[src/rtl/bbm_pkg.sv]
package bbm_pkg;
  typedef enum logic [1:0] {
    SZ_BYTE = 2'd0,
    SZ_HALF = 2'd1,
    SZ_WORD = 2'd2
  } req_size_t;

  typedef enum logic [1:0] {
    ST_IDLE = 2'd0,
    ST_REQ  = 2'd1,
    ST_DATA = 2'd2
  } mst_state_t;

  localparam logic [1:0] TSIZ_BYTE = 2'b01;
  localparam logic [1:0] TSIZ_HALF = 2'b10;
  localparam logic [1:0] TSIZ_WORD = 2'b00;
endpackage

[src/rtl/bbm_tsiz_enc.sv]
module bbm_tsiz_enc
  import bbm_pkg::*;
(
  input  logic [1:0] size_in,
  input  logic       burst_in,
  output logic [1:0] tsiz_out
);
  always_comb begin
    if (burst_in) begin
      tsiz_out = TSIZ_WORD;
    end else begin
      unique case (size_in)
        SZ_BYTE: tsiz_out = TSIZ_BYTE;
        SZ_HALF: tsiz_out = TSIZ_HALF;
        default: tsiz_out = TSIZ_WORD;
      endcase
    end
  end
endmodule

[src/rtl/bbm_beat_seq.sv]
module bbm_beat_seq #(
  parameter int LINE_WORDS = 4,
  localparam int IDXW = $clog2(LINE_WORDS)
) (
  input  logic            clk,
  input  logic            rst,
  input  logic            load,
  input  logic [IDXW-1:0] start_idx,
  input  logic            is_burst,
  input  logic            advance,
  output logic [IDXW-1:0] idx,
  output logic            last,
  output logic            nxt_last
);
  localparam logic [IDXW-1:0] TOP_IDX = IDXW'(LINE_WORDS - 1);

  logic burst_r;

  always_ff @(posedge clk) begin
    if (rst) begin
      idx     <= '0;
      burst_r <= 1'b0;
    end else if (load) begin
      idx     <= start_idx;
      burst_r <= is_burst;
    end else if (advance && !last) begin
      idx <= idx + 1'b1;
    end
  end

  assign last     = burst_r ? (idx == TOP_IDX) : 1'b1;
  assign nxt_last = (idx + 1'b1) == TOP_IDX;

  AST_IDX_STEP: assert property (@(posedge clk) disable iff (rst)
    (advance && !last && !load) |=> (idx == $past(idx) + 1'b1));
  AST_NO_WRAP: assert property (@(posedge clk) disable iff (rst)
    (!load && burst_r) |=> (idx >= $past(idx)));
endmodule

[src/rtl/burst_bus_master.sv]
module burst_bus_master
  import bbm_pkg::*;
#(
  parameter int AW = 32,
  parameter int DW = 32,
  parameter int LINE_WORDS = 4
) (
  input  logic          clk,
  input  logic          rst,
  input  logic          req_valid,
  output logic          req_ready,
  input  logic [AW-1:0] req_addr,
  input  logic          req_rd,
  input  logic          req_burst,
  input  logic [1:0]    req_size,
  input  logic [DW-1:0] req_wdata,
  output logic          wdat_pop,
  output logic          bus_req,
  input  logic          bus_grant,
  output logic          bus_ts,
  output logic [AW-1:0] bus_addr,
  output logic          bus_rd,
  output logic          bus_burst,
  output logic [1:0]    bus_tsiz,
  output logic          bus_bip,
  output logic [DW-1:0] bus_wdata,
  input  logic          bus_ta,
  input  logic [DW-1:0] bus_rdata,
  output logic          rsp_valid,
  output logic [DW-1:0] rsp_data,
  output logic          rsp_last
);
  localparam int OFFW = $clog2(DW / 8);
  localparam int IDXW = $clog2(LINE_WORDS);
  localparam int LOW  = OFFW + IDXW;

  mst_state_t      state;
  logic [AW-1:0]   cur_addr;
  logic            cur_rd;
  logic            cur_burst;
  logic [1:0]      cur_tsiz;
  logic [1:0]      enc_tsiz;
  logic [IDXW-1:0] idx;
  logic            last;
  logic            nxt_last;
  logic            accept;
  logic            beat_take;

  assign req_ready = (state == ST_IDLE);
  assign accept    = req_valid && req_ready;
  assign beat_take = (state == ST_DATA) && bus_ta;
  assign wdat_pop  = accept || (beat_take && !cur_rd && !last);

  bbm_tsiz_enc u_enc (
    .size_in  (req_size),
    .burst_in (req_burst),
    .tsiz_out (enc_tsiz)
  );

  bbm_beat_seq #(.LINE_WORDS(LINE_WORDS)) u_seq (
    .clk       (clk),
    .rst       (rst),
    .load      (accept),
    .start_idx (req_addr[LOW-1:OFFW]),
    .is_burst  (req_burst),
    .advance   (beat_take),
    .idx       (idx),
    .last      (last),
    .nxt_last  (nxt_last)
  );

  always_ff @(posedge clk) begin
    if (rst) begin
      state     <= ST_IDLE;
      cur_addr  <= '0;
      cur_rd    <= 1'b0;
      cur_burst <= 1'b0;
      cur_tsiz  <= TSIZ_WORD;
      bus_req   <= 1'b0;
      bus_ts    <= 1'b0;
      bus_addr  <= '0;
      bus_rd    <= 1'b0;
      bus_burst <= 1'b0;
      bus_tsiz  <= TSIZ_WORD;
      bus_bip   <= 1'b0;
      bus_wdata <= '0;
      rsp_valid <= 1'b0;
      rsp_data  <= '0;
      rsp_last  <= 1'b0;
    end else begin
      rsp_valid <= 1'b0;
      bus_ts    <= 1'b0;
      unique case (state)
        ST_IDLE: begin
          if (accept) begin
            cur_addr  <= req_addr;
            cur_rd    <= req_rd;
            cur_burst <= req_burst;
            cur_tsiz  <= enc_tsiz;
            bus_wdata <= req_wdata;
            bus_req   <= 1'b1;
            state     <= ST_REQ;
          end
        end
        ST_REQ: begin
          if (bus_grant) begin
            bus_ts    <= 1'b1;
            bus_addr  <= cur_burst ? {cur_addr[AW-1:LOW], idx, OFFW'(0)} : cur_addr;
            bus_rd    <= cur_rd;
            bus_burst <= cur_burst;
            bus_tsiz  <= cur_tsiz;
            bus_bip   <= cur_burst && !last;
            state     <= ST_DATA;
          end
        end
        ST_DATA: begin
          if (bus_ta) begin
            rsp_valid <= cur_rd;
            rsp_data  <= bus_rdata;
            rsp_last  <= last;
            if (last) begin
              state     <= ST_IDLE;
              bus_req   <= 1'b0;
              bus_burst <= 1'b0;
              bus_bip   <= 1'b0;
              bus_tsiz  <= TSIZ_WORD;
            end else begin
              bus_addr <= {cur_addr[AW-1:LOW], idx + 1'b1, OFFW'(0)};
              bus_bip  <= !nxt_last;
              if (!cur_rd) bus_wdata <= req_wdata;
            end
          end
        end
        default: state <= ST_IDLE;
      endcase
    end
  end

  AST_IDLE_NO_REQ: assert property (@(posedge clk) disable iff (rst)
    (state == ST_IDLE) |-> !bus_req);
  AST_TS_GRANTED: assert property (@(posedge clk) disable iff (rst)
    $rose(bus_ts) |-> $past(bus_grant));
  AST_TS_PULSE: assert property (@(posedge clk) disable iff (rst)
    bus_ts |=> !bus_ts);
  AST_ADDR_HOLD: assert property (@(posedge clk) disable iff (rst)
    (state == ST_DATA && !bus_ta) |=> ($stable(bus_addr) && $stable(bus_rd) && $stable(bus_tsiz)));
  AST_BIP_BURST: assert property (@(posedge clk) disable iff (rst)
    bus_bip |-> bus_burst);
  AST_RSP_AFTER_ACK: assert property (@(posedge clk) disable iff (rst)
    rsp_valid |-> $past(beat_take));
  AST_TA_IGNORED: assert property (@(posedge clk) disable iff (rst)
    (state != ST_DATA && bus_ta) |=> !rsp_valid);
  AST_LAST_IDLE: assert property (@(posedge clk) disable iff (rst)
    (beat_take && last) |=> (req_ready && !bus_bip && !bus_burst));
endmodule

[config.mk]
export PLATFORM = sky130hd
export DESIGN_NAME = burst_bus_master
export DESIGN_NICKNAME = d
export VERILOG_FILES = /design/src/rtl/bbm_pkg.sv /design/src/rtl/bbm_tsiz_enc.sv /design/src/rtl/bbm_beat_seq.sv /design/src/rtl/burst_bus_master.sv
export SDC_FILE = /design/constraint.sdc
export NUM_CORES = 1
export LEC_CHECK = 0
export BUFFER_PORTS_ARGS = -buffer_cell sky130_fd_sc_hd__clkbuf_2
export CAP_MARGIN = 15
export CORE_MARGIN = 8
export CORE_UTILIZATION = 53
export CTS_BUF_LIST = sky130_fd_sc_hd__clkbuf_4 sky130_fd_sc_hd__clkbuf_8 sky130_fd_sc_hd__clkbuf_16
export CTS_CLUSTER_DIAMETER = 100
export DETAILED_ROUTE_END_ITERATION = 12
export PLACE_DENSITY = 0.85
export SYNTH_ARGS = -nofsm -noshare
export SYNTH_HDL_FRONTEND = slang
export SYNTH_SLANG_ARGS = --single-unit
[constraint.sdc]
create_clock -name clk -period 2.5 [get_ports clk]
set_clock_uncertainty 0.15 [all_clocks]
set_input_delay 0.125 -clock clk [delete_from_list [all_inputs] [get_ports clk]]
set_output_delay 0.125 -clock clk [all_outputs]
set_load 0.01 [all_outputs]
# Yosys cells after proc, flatten, opt, wreduce, memory -nomap -nowiden
# Cells that the tools add are included.
# totals
reg_bits,146
inputBits,105
out_inout_bits,107
elab_cells,92
# classes
addsub,1
eq_ne,11
n_mux,33
bitwise,3
n_reduce_logical,26
# op_table
cell,count
32-bit two-way mux,7
32-bit one-hot mux with 2 select lines,2
2-bit two-way mux,8
4-bit AND reduction,4
2-bit inequality test (second input constant),5
1-bit two-way mux,9
2-bit one-hot mux with 2 select lines,2
2-bit equality test (second input constant),3
1-bit logical AND,6
1-bit one-hot mux with 2 select lines,3
2-bit one-hot mux with 3 select lines,1
2-bit AND reduction,3
2-bit nonzero test,3
5-bit AND reduction,1
2-bit by 1-bit equality test with 1-bit output (second input constant),2
2-bit zero test,2
4-bit two-way mux,1
1-bit zero test,3
1-bit NOT,3
3-bit AND reduction,1
3-bit OR reduction,1
2-bit by 1-bit adder with 2-bit output (second input constant),1
2-bit by 1-bit inequality test with 1-bit output (second input constant),1
2-bit OR reduction,1
1-bit logical OR,1

# Longest topological paths before layout
# Gate-level depths: netlist of the first run.
# depth
depth_word,6
ltp_mapped,6
depth_no_buf,5

# Modules after synthesis
# From an unflattened synthesis of the first run, not the netlist that was laid out.
# unflattened
cells_unflattened,662
area_unflattened_um2,5789.3
# by_module_without_submodules
mod,instances,cells_per_inst,area_each_um2,seq_area_each_um2
burst_bus_master,1,640,5551.6,2862.7
bbm_beat_seq,1,20,215.2,60.1
bbm_tsiz_enc,1,2,22.5,0.0

# Least setup slack after synthesis of the first run
# Ideal clock, no wire load.
# synth_path
kind,reg-to-reg
start,register u_seq.idx[0]
end,register bus_wdata[10]
setup_ps,120
t_arrival_ps,1330
required_ps,2230
path_slack_ps,900
stages_incl_launch_ff,7
n_path_buf,2
period_less_slack_ps,1600
path_cell_list,dfxtp_1 ha_1 nand2b_1 o31a_1 buf_6 buf_6 mux2i_1
# synth_between
elab_chain_cells,4
# synth_lines
item,line,rtl
start: declaration,bbm_beat_seq.sv:11,"output logic [IDXW-1:0] idx,"
start signal: assignment,bbm_beat_seq.sv:24,idx <= start_idx;
start signal: assignment,bbm_beat_seq.sv:27,idx <= idx + 1'b1;
2-bit equality test,bbm_beat_seq.sv:31,assign last = burst_r ? (idx == TOP_IDX) : 1'b1;
1-bit two-way mux,bbm_beat_seq.sv:31,
2-bit inequality test (no source line),--,
5-bit AND reduction (no source line),--,
end signal: assignment,burst_bus_master.sv:100,bus_wdata <= req_wdata;
end signal: assignment,burst_bus_master.sv:130,if (!cur_rd) bus_wdata <= req_wdata;
end: declaration,burst_bus_master.sv:26,"output logic [DW-1:0] bus_wdata,"
# No other way between the ends.
# A chain may end at the register's enable or synchronous reset.

# Worst setup path after layout of the first run
# layout_path
start,register state[1]
end,register cur_addr[18]
# layout_between
elab_chain_cells,3
# layout_lines
item,line,rtl
start: declaration,burst_bus_master.sv:37,mst_state_t state;
start signal: assignment,burst_bus_master.sv:74,state <= ST_IDLE;
start signal: assignment,burst_bus_master.sv:102,state <= ST_REQ;
start signal: assignment,burst_bus_master.sv:113,state <= ST_DATA;
2-bit zero test (*),"burst_bus_master.sv:49, burst_bus_master.sv:93",
1-bit logical AND,burst_bus_master.sv:50,assign accept = req_valid && req_ready;
2-bit AND reduction (no source line) (*),--,
end signal: assignment,burst_bus_master.sv:96,cur_addr <= req_addr;
end: declaration,burst_bus_master.sv:38,logic [AW-1:0] cur_addr;
# Every way passes the cells marked *; elsewhere a longest branch is shown, timed or not.

==> impl_results.md, run 1 <==
* Commonest non-fill, non-tap cells in the layout: clkbuf_2 (210), dfxtp_1 (145), nand2_1 (138)
* Final Critical Period at ~2.5 ns
* Critical Path Start Type: flip-flop
* Commonest non-fill, non-tap cell in the layout: clkbuf_2
* Count of final setup violators at 0
* Outcome: finished, final reports clean
* Max Slew Vio Count at 0
* Synthesized Nets at around 760
* GR Util All Layers at 0.260
* Drt pass-1 iters at 5
* Fraction of registers with async set or reset after synthesis at 0
* Starting Density at 0.539
* Worst setup path startpoint: state[1]
* Final instance area at 0.00870 mm^2
* R2R setup slack at 0.04 ns
* Final non-filler cell total at roughly 1,100
* Initial antenna violation count at 3
* Critical setup path kind: reg -> reg
* Clock-pin slew on the worst setup and hold paths at ~0.06 ns
* Worst R2R End: cur_addr[18]
* Placer congestion estimate at between 0.7 and 0.8
* 1st-iter DRT viols at a little over 400
* Crit path DAT at 2.76 ns
* Worst reg2reg startpoint: state[1]
* YS warnings at 0
* Slew HR at 0.538
* Tcrit/Tclk final at 0.982
* CTS buffer count at 17
* TritonCTS clock tree: done
* Setup crit end kind: flip-flop
* Seq cells post-synth at ~150
* Max Cap Viol at 0
* Max rail drop VDD at ~0.48 mV
* Die outline height at 121 um
* P_leak at about 4 nW
* Total gr overflow at 0
* Antenna-violating nets left at 0
* Largest net degree at the start of global routing at between 90 and 100
* Number of I/O port buffers at about 210
* Post-Synthesis Cells at ~650
* Row cnt at 38
* Slew @ Worst Pin at between 0.6 and 0.7 ns
* Clk buf depth at 2
* Share of layout cells above drive strength 1 at 0.272
* CP Max Fanout at 38
* Io pins at 212
* Post-DP Area at about 0.0069 mm^2
* Die width at ~120 um
* H-tree levels at 4
* DPL Wire Length at a little over 10,000 um
* DR vias/cell at 5.21
* EDFF count, synth at 0
* Avg Inst Size Synth at 8.97 um^2
* Number of global-route vias before repair at 5,966
* CTS sink count at approximately 150
* WL per Instance at approximately 18 um
* Post-Route Utilization at 0.806
* Die area at 0.0146 mm^2
* Primary FF master, synth: dfxtp_1
* Final WL at 20,100 um
* Pwr/cell area at approximately 670 mW/mm^2
* Worst skew pair latency at ~0.52 ns
* Worst R2R Path Depth at 5
* Critical Path RT at around 2.8 ns
* Dpl cells at between 900 and 1,000
* Worst min-delay path class: in -> reg
* Final Hold Vio Count at 0
* Via Count at just under 6,000
* Core area at 0.0108 mm^2
* Achievable Freq at 407 MHz
* Fin Hold WS at 0.0362 ns
* # fillers at 610
* Global-route wire length before repair at 30,000 um
* Final nets at between 1,000 and 1,500
* Sequential element share of the synthesized area at 0.499
* Worst setup path endpoint: cur_addr[18]
* Clock root buffer: clkbuf_8
* Unique cell type count in the Yosys netlist at 33
* Area delta synth->final at 49.6%
* Number of remaining DRC errors at 0
* Synthesized area at between 0.005 and 0.006 mm^2
worst min-delay path by stage:
stage / startpoint / end / slack, ns / cells past startpoint
global route: rst / cur_addr[25] / 0.07 / 2
finish: rst / cur_addr[25] / 0.04 / 2
global placement: bus_rdata[5] / rsp_data[5] / 0.20 / 3
detailed placement: bus_rdata[19] / rsp_data[19] / 0.20 / 3
floorplan: bus_grant / state[0] / 0.09 / 1
CTS: rst / cur_addr[25] / 0.01 / 2
sequential cells by signal, summed over array words and instances, names as in the netlist:
signal     flops
cur_rd         1
bus_wdata     32
state          2
bus_addr      32
bus_req        1
rsp_data      32
u_seq.idx      2
bus_tsiz       2
bus_burst      1
rsp_valid      1
bus_ts         1
cur_burst      1
bus_bip        1
cur_addr      32
rsp_last       1
bus_rd         1
cur_tsiz       2
layer usage:
| metal | routed length, um | up-vias | global-route usage |
|---|---|---|---|
| met3 | 1760 | 68 | 0.0937 |
| met4 | 717 | 0 | 0.145 |
| li1 | - | 2739 | - |
| met1 | 7300 | 2683 | 0.256 |
| met2 | 10300 | 298 | 0.465 |
| met5 | 0 | - | 0 |
power breakdown:
part | internal (mW) | switching [mW] | leakage [nW] | total, mW
clock | 1.57 | 0.984 | 0.286 | 2.56
combinational | 0.385 | 0.370 | 2.51 | 0.756
sequential | 2.41 | 0.0690 | 1.18 | 2.48
cell families (layout without fill, tap and decap cells):
logic type | Yosys count | count (layout) | synth area share
flip-flops | 145 | 145 | 0.499
AND/OR/NAND/NOR | 289 | 289 | 0.253
multiplexers | 64 | 64 | 0.110
buffers and inverters | 54 | 371 | 0.0447
adder cells (fa/ha/maj) | 2 | 2 | 0.00430
AO/OA/AOI/OAI | 94 | 95 | 0.0889
other | 0 | 4 | 0
cells in the mapped netlist (2+ instances only):
cell | instances | area share
dfxtp_1 | 145 | 0.50
nand2_1 | 138 | 0.089
nand2b_1 | 124 | 0.13
a21oi_1 | 77 | 0.066
mux2i_1 | 64 | 0.11
clkbuf_1 | 31 | 0.020
buf_2 | 13 | 0.011
nor2_1 | 8 | 0.0052
and3b_1 | 4 | 0.0060
buf_6 | 4 | 0.0077
o211ai_1 | 4 | 0.0052
buf_4 | 3 | 0.0039
inv_1 | 3 | 0.0019
nand3_1 | 3 | 0.0026
nand3b_1 | 3 | 0.0039
a211o_1 | 2 | 0.0030
a211oi_1 | 2 | 0.0026
ha_1 | 2 | 0.0043
nand4b_1 | 2 | 0.0030
nor3b_1 | 2 | 0.0026
o21ai_0 | 2 | 0.0017
metrics by stage:
| stage | setup TNS [ns] | power [mW] | setup WS (ns) |
|---|---|---|---|
| after floorplan | 0 | 2.87 | 0.900 |
| after global placement | 0 | 3.07 | 0.377 |
| after detailed placement | 0 | 3.09 | 0.321 |
| after CTS | 0 | 5.75 | 0.101 |
| after global routing | -0.0113 | 6.00 | -0.0113 |
| final | 0 | 5.79 | 0.0444 |
worst max-delay path, cell delays in order (launching register included):
cell	delay (ns)
dfxtp_1	0.55
or3b_1	0.31
buf_4	0.43
nand2_1	0.11
a21oi_1	0.21
dlygate4sd3_1	0.60
final cells by class:
type                       instances  area (um^2)  share of cell area
clock inverter                    13          161              0.0186
tap                              140          175              0.0201
sequential                       145         2900               0.334
multi-input combinational        450         2690               0.309
clock buffer                      19          442              0.0508
timing repair buffer             336         2310               0.265
inverter                           3         11.3             0.00129
antenna                            4         10.0             0.00115
timing repair:
item	in CTS	in global routing
hold buffers	110	0
gates cloned	0	1
gates resized for setup	1	0
hold endpoints to repair	106	0
buffers inserted	0	5
pin swaps	0	1
setup endpoints to repair	1	1
Power figures use the tool's default switching activity.
==> inputs of run 2 (changes only) <==
Settings changed: ABC_AREA from default to 1, BUFFER_PORTS_ARGS -buffer_cell sky130_fd_sc_hd__clkbuf_2 to -buffer_cell sky130_fd_sc_hd__buf_4, CORE_ASPECT_RATIO from default to 0.7.
==> impl_results.md, run 2 <==
* Area delta synth->final at 58.5%
* Number of global-route vias before repair at about 6,500
* Max stage delay cell, worst path: dfxtp_1
* Pre-CTS setup slack at roughly 0.47 ns
* Antenna-violating nets left at 0
* CP Max Fanout at 33
* Final WL at 20,800 um
* Synth top area cells: dfxtp_1 (51%), nor2_1 (9.7%), nand2_1 (9.1%), nand3_1 (6.4%), a21oi_1 (6.1%)
* Worst skew pair latency at about 0.41 ns
* Clock-pin slew on the worst setup and hold paths at about 0.060 ns
* R2R setup slack at approximately 0.25 ns
* Primary FF master, synth: dfxtp_1
* Die area at 0.0143 mm^2
* YS warnings at 0
* Post-CTS setup buffers at 0
* Synthesized area at between 0.005 and 0.006 mm^2
* 1st-iter DRT viols at ~570
* Final instance area at approximately 0.009 mm^2
* Critical Path Start Type: flip-flop
* Pwr/cell area at 719 mW/mm^2
* H-tree levels at 4
* Number of I/O port buffers at around 210
* Post-Synthesis Cells at approximately 750
* Row cnt at 31
* Placer congestion estimate at between 0.8 and 0.9
* Count of final setup violators at 0
* RSZ-0062 raised after global routing: no
* Die width at approximately 140 um
* Fin Setup TNS at 0 ns
* Commonest non-fill, non-tap cells in the layout: buf_4 (223), nor2_1 (146), dfxtp_1 (145)
* Achievable Freq at 444 MHz
* Io pins at 212
* Commonest non-fill, non-tap cell in the layout: buf_4
* Max stage delay on crit path at 0.41 ns
* CP Cell Sequence: inv_2 > nor2_4 > nand2_2 > nand2_2 > nand2_1 > inv_4 > buf_4
* P_leak at ~4.1 nW
* Fin Hold WS at roughly 0.042 ns
* Share of layout cells above drive strength 1 at 0.257
* Synth area leader: dfxtp_1
* DPL Wire Length at ~11,000 um
* Unique cell type count in the Yosys netlist at 23
* ANT cells at 0
* WL per Instance at 17.5 um
* Post-DP Area at slightly above 0.007 mm^2
* Avg Inst Size Synth at around 7.6 um^2
* Sequential share of power at 0.397
* Switch share at 0.255
* P_sw at ~1.6 mW
* Worst min-delay path class: in -> reg
* Top-count cell post-synth: nor2_1
* Combinational Power Share at 0.164
* Outcome: finished, final reports clean
* Core area at 0.0104 mm^2
* Seq cells post-synth at about 150
* Starting Density at 0.545
* GR Util All Layers at 0.289
* Sequential element share of the synthesized area at 0.512
* Max Slew Vio Count at 0
* DR vias/cell at roughly 5.3
* Setup crit end kind: primary output
* Slew @ Worst Pin at ~0.61 ns
* Worst Slack Setup Final at about 0.25 ns
* CTS buffer count at 17
* Via Count at 6,276
* Max Cap Viol at 0
* EDFF count, synth at 0
* Synth top area share at 0.512
* Die outline height at approximately 100 um
* CTS sink count at 145
* Clk buf depth at 2
* Top cells by count, synth: nor2_1 (146), dfxtp_1 (145), nand2_1 (137)
* Largest net degree at the start of global routing at 70
* Final Hold Vio Count at 0
* Slew HR at 0.593
* Internal power at ~4.8 mW
* TritonCTS clock tree: done
* Global-route wire length before repair at about 33,000 um
* Initial antenna violation count at 0
* Critical setup path kind: reg -> out
* Synthesized Nets at between 800 and 900
* Tcrit/Tclk final at 0.901
* Crit path DAT at approximately 2.0 ns
* Critical Path RT at between 2 and 2.5 ns
* Total gr overflow at 0
* Fraction of registers with async set or reset after synthesis at 0
* Crit path top cell by count: nand2_2
* Final nets at 1,154
* Clock share of power at 0.439
* Number of remaining DRC errors at 0
* Clock root buffer: clkbuf_16
* Drt pass-1 iters at 5
* Max rail drop VDD at between 0.5 and 0.6 mV
* Final Critical Period at ~2.3 ns
run 2: area by class of cell:
cell class              count  area (um^2)
well taps                 132          165
inverters                  42          161
multi-input cells         510         2340
repair buffers            331         2760
clock inverters            13          209
clock buffers              19          453
flip-flops and latches    145         2900
fillers                   550         1410
run 2: cell families after synthesis:
kind of cell,after synthesis,synth area share
DFF,145,0.512
buffers and inverters,94,0.0757
AOI/OAI and AO/OA,104,0.0918
adders and majority gates,2,0.00441
and+or+nand+nor,404,0.316
run 2: path summary, 6_finish.rpt:
kind | start | end | depth (start not counted)
worst max-delay path | state[1] | wdat_pop | 7
worst min-delay path | bus_ta | rsp_data[17] | 3
worst max register to register | state[0] | cur_addr[12] | 6
worst min register to register | rsp_last | rsp_last | 2
run 2: power by group through the flow:
stage | clock network [mW] | registers, mW | logic (mW)
3_5_place_dp | 0 | 2.61 | 0.868
3_3_place_gp | 0 | 2.60 | 0.853
6_report | 2.83 | 2.57 | 1.06
2_1_floorplan | 0 | 2.65 | 0.441
4_1_cts | 2.84 | 2.56 | 1.02
5_1_grt | 2.96 | 2.58 | 1.15
run 2: worst max-delay path: cells and delay by family, from the launching register on:
| family | cells | cell delay (ns) |
|---|---|---|
| flip-flops | 1 | 0.41 |
| buffers and inverters | 3 | 0.56 |
| AND/OR/NAND/NOR | 4 | 0.57 |
run 2: routing by layer:
| layer | track usage | up-vias | wire, um |
|---|---|---|---|
| met4 | 0.132 | 0 | 802 |
| li1 | - | 2990 | - |
| met2 | 0.519 | 323 | 10200 |
| met1 | 0.306 | 2898 | 7830 |
| met5 | 0 | - | 0 |
| met3 | 0.105 | 65 | 1940 |
run 2: through the flow:
step	util	std cells	total power [mW]
2_1_floorplan	-	749	3.09
4_1_cts	0.865	1192	6.42
3_3_place_gp	0.697	1052	3.45
3_5_place_dp	0.697	1052	3.48
5_1_grt	0.865	1192	6.70
6_report	0.865	1192	6.46
run 2: what timing repair did:
action	4_1_cts	5_1_grt
setup endpoints to repair	0	1
resized for setup	0	1
hold buffers	108	0
hold endpoints to repair	112	0
==> inputs of run 3 (changes only) <==
Settings changed: CORE_UTILIZATION 53 to 44, PLACE_DENSITY 0.85 to 0.76.
Clock period 2.5 ns to 2 ns, I/O delays scaled along.
==> impl_results.md, run 3 (synthesis results as in run 2) <==
* Final Critical Period at roughly 1.9 ns
* Met1 usage at 0.255
* Via Count at 5,987
* Slew HR at 0.685
* DPL Wire Length at ~12,000 um
* RSZ-0062 raised after global routing: no
* Total gr overflow at 0
* TritonCTS clock tree: done
* WP buf/inv at 4
* Number of global-route vias before repair at between 6,000 and 7,000
* Hold Path Sink: bus_addr[3]
* Worst reg2reg startpoint: state[0]
* Critical Path Start Type: flip-flop
* Outcome: finished, final reports clean
* Met2 usage at 0.367
* ANT cells at 0
* Cell family with most CP delay: buffers and inverters
* Die outline height at between 100 and 150 um
* Count of final setup violators at 0
* Slew @ Worst Pin at around 0.47 ns
* Initial antenna violation count at 0
* R2R setup slack at 0.26 ns
* GR Util All Layers at 0.220
* Worst skew pair latency at a little over 0.4 ns
* Fin Hold WS at just over 0.04 ns
* Clock root buffer: clkbuf_16
* Die area at between 0.015 and 0.02 mm^2
* Fin Setup TNS at 0 ns
* Max Cap Viol at 0
* Largest net degree at the start of global routing at between 100 and 150
* Starting Density at 0.453
* Max stage delay on crit path at about 0.42 ns
* Final Hold Vio Count at 0
* CP Max Fanout at 33
* Number of I/O port buffers at 211
* Die width at between 150 and 200 um
* Pwr/cell area at 863 mW/mm^2
* GR Util met3 at 0.0779
* Worst R2R End: cur_addr[14]
* Row cnt at 34
* Area delta synth->final at 59.2%
* Drt pass-1 iters at 4
* 1st-iter DRT viols at ~400
* P_leak at roughly 4.1 nW
* Clk buf depth at 2
* Worst R2R Path Depth at 6
* Antenna-violating nets left at 0
* Core area at around 0.013 mm^2
* CTS sink count at 145
* Hold path cells at 5
* Crit path DAT at 1.62 ns
* Crit path top cell by count: nand2_1
* Clock-pin slew on the worst setup and hold paths at 0.06 ns
* Max stage delay cell, worst path: dfxtp_1
* Gr busiest metal: met2
* Max rail drop VDD at about 0.68 mV
* Io pins at 212
* Critical Path RT at between 1.5 and 2 ns
* CTS buffer count at 17
* Setup crit end kind: primary output
* WL per Instance at 15.4 um
* Final WL at between 15,000 and 20,000 um
* Critical setup path kind: reg -> out
* Placer congestion estimate at approximately 0.8
* Worst min-delay path class: in -> reg
* Final nets at 1,154
* Tcrit/Tclk final at 0.933
* DR vias/cell at about 4.9
* Worst setup path startpoint: cur_burst
* Hold Startpoint: rst
* Global-route wire length before repair at 30,000 um
* Number of remaining DRC errors at 0
* Max Slew Vio Count at 0
* Commonest non-fill, non-tap cells in the layout: buf_4 (222), nor2_1 (146), dfxtp_1 (142)
* H-tree levels at 4
* Achievable Freq at approximately 540 MHz
* Commonest non-fill, non-tap cell in the layout: buf_4
* Share of layout cells above drive strength 1 at 0.265
* CP Cell Sequence: buf_4 > nand2_1 > o21ai_2 > nand2_1 > clkinv_2 > buf_12 > buf_6
-- run 3: cell types whose count changed in the layout (fill, tap and decap cells not counted), moves of 3 or more --
cell           before  now
dlygate4sd3_1     108  104
buf_12              0    3
clkinv_4            1    4
dfxtp_1           145  142
inv_6               0    3
-- run 3: metrics by stage --
step / utilization / setup slack (ns) / cells / area (um^2) / total power, mW
2_1_floorplan: - / 0.462 / 749 / 5670 / 3.86
3_3_place_gp: 0.585 / 0.135 / 1084 / 7320 / 4.35
3_5_place_dp: 0.585 / 0.0937 / 1084 / 7320 / 4.37
4_1_cts: 0.720 / 0.00153 / 1222 / 9000 / 7.82
5_1_grt: 0.722 / 0.000877 / 1222 / 9030 / 8.13
6_report: 0.722 / 0.134 / 1222 / 9030 / 7.79
-- run 3: tightest hold or removal path, delay by kind of cell --
family                 cells  cell delay (ns)
buffers and inverters      3             0.30
AND/OR/NAND/NOR            2             0.14
-- run 3: layout make-up --
cell class,instances,area (um^2)
multi-input cells,510,2340
well taps,162,203
clock inverters,14,179
repair buffers,331,2790
flip-flops and latches,145,2910
inverters,42,165
fillers,899,3480
clock buffers,18,439
-- run 3: power breakdown --
| group | internal [mW] | total [mW] | switching (mW) |
|---|---|---|---|
| clock | 2.01 | 3.28 | 1.27 |
| sequential | 3.10 | 3.20 | 0.107 |
| combinational | 0.657 | 1.31 | 0.650 |
-- run 3: what timing repair did --
action                                  4_1_cts  5_1_grt
resized for setup                             3        9
endpoints found under the setup margin        1       40
endpoints found under the hold margin       107        0
pin swaps                                     1        1
buffers inserted                              2        0
hold buffers                                104        0
-- run 3: metal layers --
metal / vias to the layer above / wire length [um]
met5: - / 0
met4: 0 / 397
met3: 33 / 1820
met2: 237 / 9000
met1: 2727 / 7660
li1: 2990 / -
-- run 3: worst max path at each step --
stage	end	slack, ns	depth (start not counted)
floorplan	bus_wdata[22]	0.46	9
detailed placement	bus_addr[23]	0.09	8
global route	wdat_pop	0.0009	8
CTS	wdat_pop	0.002	8
global placement	bus_addr[14]	0.13	8
finish	wdat_pop	0.13	7
